<file path="src/rtl/sar_ctrl_pkg.sv">
package sar_ctrl_pkg;
    typedef enum logic [1:0] {
        ST_IDLE,
        ST_SET,
        ST_STROBE,
        ST_EOC
    } sar_state_t;

    typedef struct packed {
        logic bipolar;
        logic twos;
    } conv_mode_t;
endpackage

</file>
<file path="src/rtl/sar_start_filter.sv">
module sar_start_filter #(
    parameter int HOLD = 3
) (
    input  logic clk,
    input  logic rst_n,
    input  logic req_i,
    output logic start_ok_o
);
    localparam int CW = (HOLD > 1) ? $clog2(HOLD) : 1;
    localparam logic [CW-1:0] LAST = CW'(HOLD - 1);

    logic [CW-1:0] cnt_q;

    // Counts consecutive request cycles, saturating one below the hold limit.
    always_ff @(posedge clk or negedge rst_n) begin
        if (!rst_n)
            cnt_q <= '0;
        else if (!req_i)
            cnt_q <= '0;
        else if (cnt_q != LAST)
            cnt_q <= cnt_q + 1'b1;
    end

    assign start_ok_o = req_i && (cnt_q == LAST);
endmodule

</file>
<file path="src/rtl/sar_engine.sv">
module sar_engine
    import sar_ctrl_pkg::*;
#(
    parameter int WIDTH = 8
) (
    input  logic             clk,
    input  logic             rst_n,
    input  logic             start_ok_i,
    input  conv_mode_t       mode_i,
    input  logic             cmp_gt_i,
    output logic [WIDTH-1:0] trial_o,
    output logic             strobe_o,
    output logic             busy_o,
    output logic [WIDTH-1:0] result_o,
    output conv_mode_t       mode_o
);
    localparam int IW = (WIDTH > 1) ? $clog2(WIDTH) : 1;
    localparam logic [IW-1:0] TOP_IDX = IW'(WIDTH - 1);

    sar_state_t       state_q, state_d;
    logic [IW-1:0]    idx_q;
    logic [WIDTH-1:0] code_q, result_q, bit_sel, trial, keep;
    conv_mode_t       mode_q;

    assign bit_sel = {{(WIDTH-1){1'b0}}, 1'b1} << idx_q;
    assign trial   = code_q | bit_sel;
    assign keep    = cmp_gt_i ? code_q : trial;

    // State register
    always_ff @(posedge clk or negedge rst_n) begin
        if (!rst_n)
            state_q <= ST_IDLE;
        else
            state_q <= state_d;
    end

    // Next state
    always_comb begin
        state_d = state_q;
        unique case (state_q)
            ST_IDLE:   if (start_ok_i) state_d = ST_SET;
            ST_SET:    state_d = ST_STROBE;
            ST_STROBE: state_d = (idx_q == '0) ? ST_EOC : ST_SET;
            ST_EOC:    state_d = ST_IDLE;
            default:   state_d = ST_IDLE;
        endcase
    end

    // Search datapath
    always_ff @(posedge clk or negedge rst_n) begin
        if (!rst_n) begin
            idx_q    <= TOP_IDX;
            code_q   <= '0;
            result_q <= '0;
            mode_q   <= '0;
        end else if (state_q == ST_IDLE && start_ok_i) begin
            idx_q  <= TOP_IDX;
            code_q <= '0;
            mode_q <= mode_i;
        end else if (state_q == ST_STROBE) begin
            code_q <= keep;
            if (idx_q == '0)
                result_q <= keep;
            else
                idx_q <= idx_q - 1'b1;
        end
    end

    // Outputs
    always_comb begin
        trial_o  = '0;
        strobe_o = 1'b0;
        busy_o   = 1'b0;
        unique case (state_q)
            ST_IDLE, ST_EOC: ;
            ST_SET: begin
                trial_o = trial;
                busy_o  = 1'b1;
            end
            ST_STROBE: begin
                trial_o  = trial;
                strobe_o = 1'b1;
                busy_o   = 1'b1;
            end
            default: ;
        endcase
    end

    assign result_o = result_q;
    assign mode_o   = mode_q;
endmodule

</file>
<file path="src/rtl/sar_out_coder.sv">
module sar_out_coder
    import sar_ctrl_pkg::*;
#(
    parameter int WIDTH = 8
) (
    input  logic [WIDTH-1:0] result_i,
    input  conv_mode_t       mode_i,
    input  logic             rd_sel_i,
    input  logic             busy_i,
    output logic [WIDTH-1:0] data_o,
    output logic             data_oe_o
);
    logic [WIDTH-1:0] flip;
    logic [WIDTH-1:0] coded;

    // Two's complement in bipolar mode: invert the sign bit of offset binary.
    assign flip      = {mode_i.bipolar & mode_i.twos, {(WIDTH-1){1'b0}}};
    assign coded     = result_i ^ flip;
    assign data_oe_o = rd_sel_i & ~busy_i;
    assign data_o    = data_oe_o ? coded : '0;
endmodule

</file>
<file path="src/rtl/sar_bus_ctrl.sv">
module sar_bus_ctrl
    import sar_ctrl_pkg::*;
#(
    parameter int WIDTH      = 8,
    parameter int START_HOLD = 3
) (
    input  logic             clk,
    input  logic             rst_n,
    input  logic             rw_i,
    input  logic             cs_n_i,
    input  logic             ce_n_i,
    input  logic             bipolar_i,
    input  logic             twos_i,
    input  logic             cmp_gt_i,
    output logic [WIDTH-1:0] trial_o,
    output logic             strobe_o,
    output logic             status_o,
    output logic [WIDTH-1:0] data_o,
    output logic             data_oe_o
);
    logic             selected, conv_req, rd_sel, start_ok, busy;
    logic [WIDTH-1:0] result;
    conv_mode_t       mode_in, mode_cap;

    assign selected = ~cs_n_i & ~ce_n_i;
    assign conv_req = selected & ~rw_i;
    assign rd_sel   = selected & rw_i;
    assign mode_in  = '{bipolar: bipolar_i, twos: twos_i};

    sar_start_filter #(.HOLD(START_HOLD)) u_filt (
        .clk        (clk),
        .rst_n      (rst_n),
        .req_i      (conv_req),
        .start_ok_o (start_ok)
    );

    sar_engine #(.WIDTH(WIDTH)) u_eng (
        .clk        (clk),
        .rst_n      (rst_n),
        .start_ok_i (start_ok),
        .mode_i     (mode_in),
        .cmp_gt_i   (cmp_gt_i),
        .trial_o    (trial_o),
        .strobe_o   (strobe_o),
        .busy_o     (busy),
        .result_o   (result),
        .mode_o     (mode_cap)
    );

    sar_out_coder #(.WIDTH(WIDTH)) u_code (
        .result_i  (result),
        .mode_i    (mode_cap),
        .rd_sel_i  (rd_sel),
        .busy_i    (busy),
        .data_o    (data_o),
        .data_oe_o (data_oe_o)
    );

    assign status_o = busy;
endmodule

</file>
<file path="config.mk">
export PLATFORM = sky130hd
export DESIGN_NAME = sar_bus_ctrl
export DESIGN_NICKNAME = d
export VERILOG_FILES = /design/src/rtl/sar_ctrl_pkg.sv /design/src/rtl/sar_start_filter.sv /design/src/rtl/sar_engine.sv /design/src/rtl/sar_out_coder.sv /design/src/rtl/sar_bus_ctrl.sv
export SDC_FILE = /design/constraint.sdc
export NUM_CORES = 1
export LEC_CHECK = 0
export BUFFER_PORTS_ARGS = -buffer_cell sky130_fd_sc_hd__buf_4
export CAP_MARGIN = 0
export CORE_ASPECT_RATIO = 1.4
export CORE_UTILIZATION = 49
export CTS_CLUSTER_SIZE = 16
export DETAILED_ROUTE_END_ITERATION = 8
export PLACE_DENSITY_LB_ADDON = 0.15
export SYNTH_ARGS = -nofsm -noshare
export SYNTH_HDL_FRONTEND = slang
export SYNTH_SLANG_ARGS = --single-unit
</file>
<file path="constraint.sdc">
create_clock -name clk -period 1.64 [get_ports clk]
set_input_delay 0.082 -clock clk [delete_from_list [all_inputs] [get_ports clk]]
set_output_delay 0.082 -clock clk [all_outputs]
set_load 0.01 [all_outputs]
</file>
==> impl_metrics.yaml <==
yosys:
  yosys.cell_count.top_type: "dfrtp_1"
  synth_cell_types: 36
  yosysSeqAreaShare_pct: 44.0
  synthTopCellsByArea: "dfrtp_1 (39%), ha_1 (7.9%), dfstp_2 (5.5%)"
  synth_top_cells_by_count: "dfrtp_1 (22), a21oi_1 (14), nor2_1 (13), ha_1 (9), inv_1 (9)"
  synthFlopType: "dfrtp_1"
  synth_edf_count: 0
  avgSynthCellArea_um2: 10.4
  synth_nets: 154
  yosysWarnings: 0
  netlist_area_um2: 1430
  async_flop_share_pct: 100
  synth_top_cell_area_share_pct: 38.5
  syn_inst: 137
  synth-seq-cells: 25
  synth_top_area_cell: "dfrtp_1"
timing:
  report.final.slew_viol_count: 0
  period_share_pct: 110
  worst_slack_ns: -0.167
  fmax_mhz: 553
  rsz0062_at_grt: "true"
  tightest_slew_ns: 0.373
  holdWs_ns: 0.0459
  fin_skew_ns: 0.00959
  relSlewSlack_pct: 74.9
  hold_viol: 0
  fin_crit_ns: 1.81
  setup_viol: 13
outcome:
  violations: "negative setup slack"
  status: "finished, violations left"
critical_path:
  cp_slowest_cell: "dfrtp_1"
  r2r-start: "u_eng.state_q[0]$_DFFE_PN0P_"
  critical_path.startpoint_type: "register"
  arrival_ns: 1.73
  ff2ff_path_depth: 6
  required_ns: 1.56
  max_stage_delay_ns: 0.42
  criticalPathCategory: "register to output port"
  crit_path_max_fanout: 5
  r2r_slack_ns: 0.04
  r2r-end: "u_eng.result_o[4]$_DFFE_PN0P_"
  end_kind: "output port"
  cp_cell_sequence: "inv_2 > ha_4 > nor4b_4 > buf_4 > and2_4 > buf_6"
die:
  dieArea_um2: 3140
  initial_core_util_pct: 53.0
  fp.dieW_um: 47.6
  ioPinCount: 27
  core-area_um2: 2700
  num_rows: 22
  die_y_um: 65.9
placed_design:
  placed_area_um2: 1680
  numPortBuffers: 26
  gp_congestion: 0.817
  dp_hpwl_um: 2230
  pre_cts_ws_ns: -0.0154
  dp.cells: 199
clocking:
  cts-buffers-inserted: 3
  clk_pin_slew_ns: 0.14
  htreeDepth: 1
  cts_max_path_buffers: 2
  cts_tree: "built"
  clock_tree.root_cell: "clkbuf_4"
  cts_sinks: 25
  clk_latency_ns: 0.33
worst_hold_path:
  min-delay-start: "rw_i"
  min_delay_path_depth: 3
  min_to: "u_filt.cnt_q[1]$_DFFE_PN0P_"
  hold_path.class: "primary input to register"
layout:
  nNetsFinal: 204
  diodes: 0
  drive_gt1_share_pct: 48.9
  multi_input_area_um2: 882
  stdcell_area_um2: 2070
  fillers: 181
  final_cells: 222
  regArea_um2: 633
  syn2layout_area_growth_pct: 44.7
grt:
  grtUsageMet2_pct: 43.3
  grt_usage_pct: 24.9
  top_usage_layer: "met2"
  grt_start_max_net_pins: 26
  grt_pass1_wl_um: 5600
  grt_util_met1_pct: 31.3
  met3_usage_pct: 3.55
  antenna_found_initial: 0
  grt_pass1_vias: 1223
  grt-ovfl-total: 0
power_and_ir_drop:
  intPower_mw: 2.27
  p_seq_share_pct: 30.6
  power_frac_comb_pct: 61.9
  clockPowerShare_pct: 7.6
  power_switching_share_pct: 39.5
  powerDensity_nw_per_um2: 1810
  netSwitchingPower_mw: 1.48
  ir_drop_uv: 1320
  leakage_nw: 0.954
detailed_routing:
  routed_via_density: 5.52
  drtIter0Drc: 40
  routed_wl_um: 3700
  num_vias: 1226
  dr.pass1.iters: 4
  drtAntennaViolNets: 0
  wire_per_inst_um: 16.7
  drc: 0
run:
  drv_cap: 0
==> cell type report <==
cell class              instances  area share, %
clock buffers                   4           1.27
inverters                       9           1.88
multi-input cells              98           42.6
flip-flops and latches         25           30.6
well taps                      36           2.18
repair buffers                 50           21.4
==> flip-flops by register name, summed over array words and instances (netlist names) <==
signal	count
u_eng.result_o	8
u_eng.idx_q	3
u_eng.mode_o	2
u_eng.state_q	2
u_eng.code_q	8
u_filt.cnt_q	2
==> critical path, delay by kind of cell (launching register included) <==
kind / cells / cell delay, ns
and+or+nand+nor: 2 / 0.40
adders and majority gates: 1 / 0.21
DFF: 1 / 0.42
buffers and inverters: 3 / 0.37
==> kinds of logic after synthesis <==
family                   share of synthesized area, %
XOR/XNOR                                         1.23
multiplexers                                     5.95
flip-flops                                       44.0
AND/OR/NAND/NOR                                  20.7
AO/OA/AOI/OAI                                    15.6
adder cells (fa/ha/maj)                          7.88
buffers and inverters                            4.64
==> metrics by stage <==
step	setup TNS (ns)	total power [mW]	utilization (%)
floorplan	0	2.05	-
global placement	0	2.62	62.2
detailed placement	-0.0392	2.69	62.2
CTS	-1.53	3.32	71.1
global route	-2.66	4.00	76.7
finish	-1.58	3.75	76.7
==> cell usage in the layout (no fill, tap or decap), types with 4 or more instances in the layout <==
cell type	netlist	routed
nor3b_1	4	4
nor2_1	13	13
ha_4	0	6
and2_4	0	8
a21oi_2	0	4
mux2i_1	4	4
o21a_1	4	4
buf_4	0	31
a2bb2oi_1	4	4
a21oi_1	14	10
dfrtp_1	22	22
buf_6	0	16
inv_1	9	5
==> worst max path at each step <==
stage / start / to / slack, ns / cells after the start
after floorplan: u_eng.state_q[0]$_DFFE_PN0P_ / u_eng.result_o[4]$_DFFE_PN0P_ / 0.009 / 5
after CTS: u_eng.state_q[0]$_DFFE_PN0P_ / data_o[4] / -0.18 / 6
after global placement: u_eng.idx_q[0]$_DFFE_PN1P_ / u_eng.result_o[6]$_DFFE_PN0P_ / 0.08 / 6
after detailed placement: u_eng.state_q[0]$_DFFE_PN0P_ / data_o[0] / -0.02 / 5
after global routing: u_eng.state_q[0]$_DFFE_PN0P_ / data_o[7] / -0.24 / 6
final: u_eng.state_q[0]$_DFFE_PN0P_ / data_o[3] / -0.17 / 6
==> power groups by stage <==
| stage | clock, mW | combinational, mW | sequential [mW] |
|---|---|---|---|
| after floorplan | 0 | 1.04 | 1.01 |
| after global placement | 0 | 1.55 | 1.07 |
| after detailed placement | 0 | 1.60 | 1.09 |
| after CTS | 0.277 | 1.98 | 1.07 |
| after global routing | 0.319 | 2.50 | 1.18 |
| final | 0.284 | 2.32 | 1.15 |
==> layer usage <==
layer | part of all wire [%] | up-vias
li1 | - | 571
met5 | 0 | -
met3 | 2.7 | 7
met2 | 55 | 32
met1 | 41 | 616
met4 | 1.5 | 0
==> repair_timing <==
action,4_1_cts,5_1_grt
endpoints found under the setup margin,17,29
setup buffers,9,7
hold endpoints to repair,27,0
pin swaps,9,9
resized for setup,29,28
hold buffers,3,0
cloned,1,0
(Power assumes the default switching activity.)
